[src/rtl/txinv_pkg.sv]
package txinv_pkg;
  // Phase of a frame relative to the link clock
  typedef enum logic {
    PH_ALIGNED = 1'b0,
    PH_LATE    = 1'b1
  } txinv_phase_e;
endpackage

[src/rtl/txinv_transition_counter.sv]
module txinv_transition_counter #(
  parameter int WL = 8,
  localparam int CW = $clog2(WL)
) (
  input  logic [WL-1:0] word,
  output logic [CW-1:0] count
);
  logic [WL-2:0] diff;

  // One flag for each neighbouring bit pair that differs
  genvar g;
  generate
    for (g = 0; g < WL-1; g++) begin : g_diff
      assign diff[g] = word[g] ^ word[g+1];
    end
  endgenerate

  always_comb begin
    count = '0;
    for (int i = 0; i < WL-1; i++) count = count + CW'(diff[i]);
  end
endmodule

[src/rtl/txinv_pair_inverter.sv]
module txinv_pair_inverter
  import txinv_pkg::*;
#(
  parameter int WL = 8,
  localparam int CW = $clog2(WL)
) (
  input  logic [WL-1:0]  word,
  input  logic [CW-1:0]  count,
  output logic [WL-1:0]  coded,
  output txinv_phase_e   phase
);
  localparam logic [CW-1:0] HALF = CW'(WL/2);

  logic [WL-1:0] mask;
  logic [WL-1:0] flipped;
  logic          want;
  logic          flat;

  // The second bit of each MSB-first pair sits at an even LSB index
  genvar g;
  generate
    for (g = 0; g < WL; g++) begin : g_mask
      assign mask[g] = (g % 2 == 0);
    end
  endgenerate

  assign flipped = word ^ mask;
  assign want    = count > HALF;
  assign flat    = (flipped == '0) || (&flipped);

  always_comb begin
    if (want && !flat) begin
      coded = flipped;
      phase = PH_LATE;
    end else begin
      coded = word;
      phase = PH_ALIGNED;
    end
  end
endmodule

[src/rtl/txinv_slot_shifter.sv]
module txinv_slot_shifter
  import txinv_pkg::*;
#(
  parameter int WL = 8,
  localparam int SW = $clog2(2*WL+1)
) (
  input  logic          clk,
  input  logic          rst_n,
  input  logic          load,
  input  logic [WL-1:0] word,
  input  txinv_phase_e  phase,
  output logic          busy,
  output logic          ser_data,
  output logic          lnk_clk
);
  localparam logic [SW-1:0] LAST_AL = SW'(2*WL-1);
  localparam logic [SW-1:0] LAST_LT = SW'(2*WL);

  logic          busy_q;
  logic          late_q;
  logic          hold_q;
  logic [SW-1:0] slot_q;
  logic [WL-1:0] word_q;
  logic [SW-1:0] last_slot;
  logic [SW-1:0] eff_slot;
  logic [WL-1:0] aligned_word;

  assign last_slot = late_q ? LAST_LT : LAST_AL;

  always_ff @(posedge clk) begin
    if (!rst_n) begin
      busy_q <= 1'b0;
      late_q <= 1'b0;
      hold_q <= 1'b0;
      slot_q <= '0;
      word_q <= '0;
    end else if (load) begin
      busy_q <= 1'b1;
      late_q <= (phase == PH_LATE);
      slot_q <= '0;
      word_q <= word;
    end else if (busy_q) begin
      if (slot_q == last_slot) begin
        busy_q <= 1'b0;
        hold_q <= word_q[0];
      end else begin
        slot_q <= slot_q + 1'b1;
      end
    end
  end

  // A late frame spends its first slot on the previous level
  assign eff_slot     = slot_q - SW'(late_q);
  assign aligned_word = word_q << (eff_slot >> 1);

  always_comb begin
    if (!busy_q || (late_q && slot_q == '0)) ser_data = hold_q;
    else                                      ser_data = aligned_word[WL-1];
  end

  assign lnk_clk = busy_q && !slot_q[0] && (slot_q < LAST_LT);
  assign busy    = busy_q;

  // Each bit keeps its level through the second slot of its bit period
  p_bit_held_two_slots_r4: assert property (@(posedge clk) disable iff (!rst_n)
    (busy_q && slot_q != '0 && (slot_q[0] != late_q)) |-> ser_data == $past(ser_data));

  // The idle line keeps the last bit sent
  p_idle_line_stable_r9: assert property (@(posedge clk) disable iff (!rst_n)
    (!busy_q && $past(!busy_q)) |-> $stable(ser_data));

  // A frame never runs past its final slot
  p_frame_bound_r5: assert property (@(posedge clk) disable iff (!rst_n)
    busy_q |-> slot_q <= last_slot);

  // The late slot repeats the level that was on the line before the frame
  p_late_start_holds_r6: assert property (@(posedge clk) disable iff (!rst_n)
    (busy_q && late_q && slot_q == '0) |-> ser_data == $past(ser_data));
endmodule

[src/rtl/txinv_phase_serializer.sv]
module txinv_phase_serializer
  import txinv_pkg::*;
#(
  parameter int WL = 8
) (
  input  logic          clk,
  input  logic          rst_n,
  input  logic          in_valid,
  output logic          in_ready,
  input  logic [WL-1:0] in_data,
  output logic          ser_data,
  output logic          lnk_clk
);
  localparam int CW = $clog2(WL);

  logic [CW-1:0] nt;
  logic [WL-1:0] coded;
  txinv_phase_e  phase;
  logic          busy;
  logic          load;

  assign in_ready = !busy;
  assign load     = in_valid && in_ready;

  txinv_transition_counter #(.WL(WL)) u_count (
    .word  (in_data),
    .count (nt)
  );

  txinv_pair_inverter #(.WL(WL)) u_invert (
    .word  (in_data),
    .count (nt),
    .coded (coded),
    .phase (phase)
  );

  txinv_slot_shifter #(.WL(WL)) u_shift (
    .clk      (clk),
    .rst_n    (rst_n),
    .load     (load),
    .word     (coded),
    .phase    (phase),
    .busy     (busy),
    .ser_data (ser_data),
    .lnk_clk  (lnk_clk)
  );

  initial begin
    if (WL % 2 != 0 || WL < 4) $error("WL must be even and at least 4");
  end

  // Ready drops in the cycle after a word is taken
  p_ready_drops_r8: assert property (@(posedge clk) disable iff (!rst_n)
    (in_valid && in_ready) |=> !in_ready);

  // A late frame only follows a word whose change count exceeds WL/2
  p_late_needs_count_r1: assert property (@(posedge clk) disable iff (!rst_n)
    (load && phase == PH_LATE) |-> nt > CW'(WL/2));

  // A late frame never carries a flat word
  p_no_flat_late_r3: assert property (@(posedge clk) disable iff (!rst_n)
    (load && phase == PH_LATE) |-> (coded != '0 && !(&coded)));

  // The link clock stays low while no frame is in progress
  p_clock_idle_low_r7: assert property (@(posedge clk) disable iff (!rst_n)
    in_ready |-> !lnk_clk);
endmodule

[config.mk]
export PLATFORM = sky130hd
export DESIGN_NAME = txinv_phase_serializer
export DESIGN_NICKNAME = d
export VERILOG_FILES = /design/src/rtl/txinv_pkg.sv /design/src/rtl/txinv_transition_counter.sv /design/src/rtl/txinv_pair_inverter.sv /design/src/rtl/txinv_slot_shifter.sv /design/src/rtl/txinv_phase_serializer.sv
export SDC_FILE = /design/constraint.sdc
export NUM_CORES = 1
export LEC_CHECK = 0
export ABC_AREA = 1
export BUFFER_PORTS_ARGS = -buffer_cell sky130_fd_sc_hd__buf_2
export CAP_MARGIN = 20
export CORE_ASPECT_RATIO = 1.5
export CORE_MARGIN = 5
export CORE_UTILIZATION = 60
export DETAILED_ROUTE_END_ITERATION = 10
export GPL_ROUTABILITY_DRIVEN = 0
export PLACE_DENSITY = 0.91
export SYNTH_ARGS = -nofsm -noshare
export SYNTH_HDL_FRONTEND = slang
export SYNTH_HIERARCHICAL = 1
export SYNTH_SLANG_ARGS = --single-unit
export TNS_END_PERCENT = 100
[constraint.sdc]
create_clock -name clk -period 6.2 [get_ports clk]
set_clock_uncertainty 0.05 [all_clocks]
set_input_delay 0.31 -clock clk [delete_from_list [all_inputs] [get_ports clk]]
set_output_delay 0.31 -clock clk [all_outputs]
set_load 0.03 [all_outputs]
==> run summary <==
Min-Delay Path Class: input pin to flop
CTS tree: yes
Num CTS Buffers: 3
MaxCap Viol Count: 0
Setup TNS: 0 ns
GRT met1 Usage: 0.1653
CTS H-Tree Depth: 1
Gr usage total: 0.1805
Width of the die: 48.52 µm
Minimum clock period: 3.199 ns
Vias in the first global route: 1,142
CTS hold repair buffers: 0
Clock transition at path regs: 0.08 ns
WL/cell: 11.27 µm
Reg2Reg Depth: 7
Worst EP required: 6.33 ns
Avg Inst Size Synth: 6.297 µm²
Arr. time, crit path: 3.33 ns
Antenna violations before repair: 0
Total die area: 0.003288 mm²
RSZ-0062 raised after global routing: no
Peak supply drop: 0.1194 mV
Status: completed
Hold path cells: 3
PortBufs: 13
CORE AREA: 0.002181 mm²
Post-route ant nets: 0
Synth cell types: 27
GR Overflow Total: 0
Max Clk Rate: 0.3126 GHz
IO Count: 14
# diodes: 0
Via Count: 1,298
GRT met2 Usage: 0.3709
Largest net degree at the start of global routing: 16
Setup WS pre-CTS: 2.697 ns
Final period util: 0.5160
Met3 GRT Util: 0.01766
Routed WL: 2.750 mm
Worst slew pin tran: 0.4783 ns
Critical Path Start Type: input pin
Most frequent cells in the layout: 65 x nand2_1, 29 x inv_1, 22 x nor2_1, 16 x dfxtp_1
Clk_lat worst skew: 0.30 ns
Slew headroom: 0.6807
Final Hold Violating Endpoints: 0
Die H: 67.77 µm
Setup CP Type: input pin to flop
Pwr dens: 212.3 mW/mm²
Starting DRT DRC Count: 48
First-pass GRT wire length: 4.685 mm
Syn nets: 231
Synthesized flop and latch total: 16
Final #Nets: 241
Gr busiest metal: met2
Post-CTS setup buffers: 0
Cell area after synthesis: 0.001335 mm²
Final Setup Violations: 0
Pre-Repair DR Iteration Count: 4
Hold Path Origin: in_data[7]
Commonest non-fill, non-tap cell in the layout: nand2_1
Sink Count: 16
Sequential share of the synthesized area: 0.2399
Initial core utilization: 0.6122
R2R setup slack: 4.60 ns
Reg-to-Reg Start: u_shift/slot_q[0]
Lkg Pwr: 0.0007060 µW
Synth-to-Final Area Change: 5.717%
CP max FO: 6
CTS root buf: clkbuf_4
Hold Path End: u_shift/word_q[7]
Setup slack after layout: 3.001 ns
FF-to-FF End: u_shift/slot_q[2]
CTS max path bufs: 2
Fraction of layout cells with a size suffix above 1: 0.1403
CP endpoint kind: flop
DRC Markers: 0
Avg Vias per Cell: 5.320
Synth warnings: 6
Slew Viols, Final: 0
Synth Instances: 212
# rows: 21
Post-DP HPWL: 2.162 mm
Post-CTS Resized: 0
-- worst max path at each step --
| stage | from | endpoint |
|---|---|---|
| floorplan | in_data[1] | u_shift/word_q[2] |
| global placement | in_data[3] | u_shift/word_q[6] |
| detailed placement | in_data[1] | u_shift/word_q[4] |
| CTS | in_data[1] | u_shift/word_q[2] |
| global route | in_data[1] | u_shift/word_q[6] |
| finish | in_data[1] | u_shift/word_q[6] |
-- where the power goes --
part	switching, µW	internal [µW]	total [µW]
registers	6.57	110	117
clock network	32.9	35.9	68.8
logic	70.0	43.9	114
total	109	190	300
-- state kept, by name, indices dropped and copies added, names as in the netlist --
name,count
u_shift/busy,1
u_shift/hold_q,1
u_shift/late_q,1
u_shift/slot_q,5
u_shift/word_q,8
-- stage by stage --
step / util / instance area [µm²] / power [µW] / hold WS (ns) / std cells
detailed placement: 0.6305 / 1375 / 232.4 / 0.3919 / 240
global route: 0.6472 / 1411 / 322.6 / 0.2678 / 244
CTS: 0.6472 / 1411 / 299.3 / 0.2540 / 244
global placement: 0.6305 / 1375 / 228.3 / 0.3863 / 240
floorplan: - / 1335 / 209.1 / 0.3789 / 212
finish: 0.6472 / 1411 / 299.6 / 0.2513 / 244
-- cells in the mapped netlist, drive strengths merged --
cell type | number | area [µm²]
ha | 4 | 50.05
inv | 32 | 120.1
nand2 | 69 | 274.0
buf | 7 | 50.04
nor2 | 26 | 112.6
o21bai | 1 | 7.510
o21a | 1 | 7.510
o21ai | 14 | 70.07
nand3 | 15 | 100.1
xor2 | 4 | 35.03
nor2b | 1 | 8.760
clkbuf | 1 | 3.750
fa | 4 | 80.08
xnor2 | 1 | 8.760
dfxtp | 16 | 320.3
nand4 | 5 | 31.28
a21oi | 11 | 55.05
-- final cells by class --
| class | count | area, µm² |
|---|---|---|
| multi-input cells | 156 | 840.8 |
| fillers | 205 | 769.5 |
| flip-flops and latches | 16 | 320.3 |
| inverters | 32 | 120.1 |
| repair buffers | 13 | 65.06 |
| clock buffers | 4 | 36.28 |
| well taps | 23 | 28.78 |
-- critical path, stage by stage --
cell and delay [ns]:
buf_2 0.13, inv_1 0.06, nand2_1 0.05, nand2_1 0.07
fa_1 0.50, fa_1 0.54, inv_1 0.05, fa_1 0.43
fa_1 0.49, o21a_1 0.26, nand3_4 0.12, nand2_1 0.08
nand2_1 0.04, o21ai_0 0.15, a21oi_1 0.05
-- routing by layer --
metal	share of wire	up-vias
met4	0.036	0
met5	0	-
met1	0.38	582
met2	0.55	31
met3	0.034	9
li1	-	676
-- cell families after synthesis --
kind of cell	after synthesis	synth area share
xor+xnor	5	0.03280
flops	16	0.2399
compound gates	27	0.1050
simple gates	116	0.3946
fa+ha+maj	8	0.09747
buf+inv	40	0.1303
(Power assumes the default switching activity.)
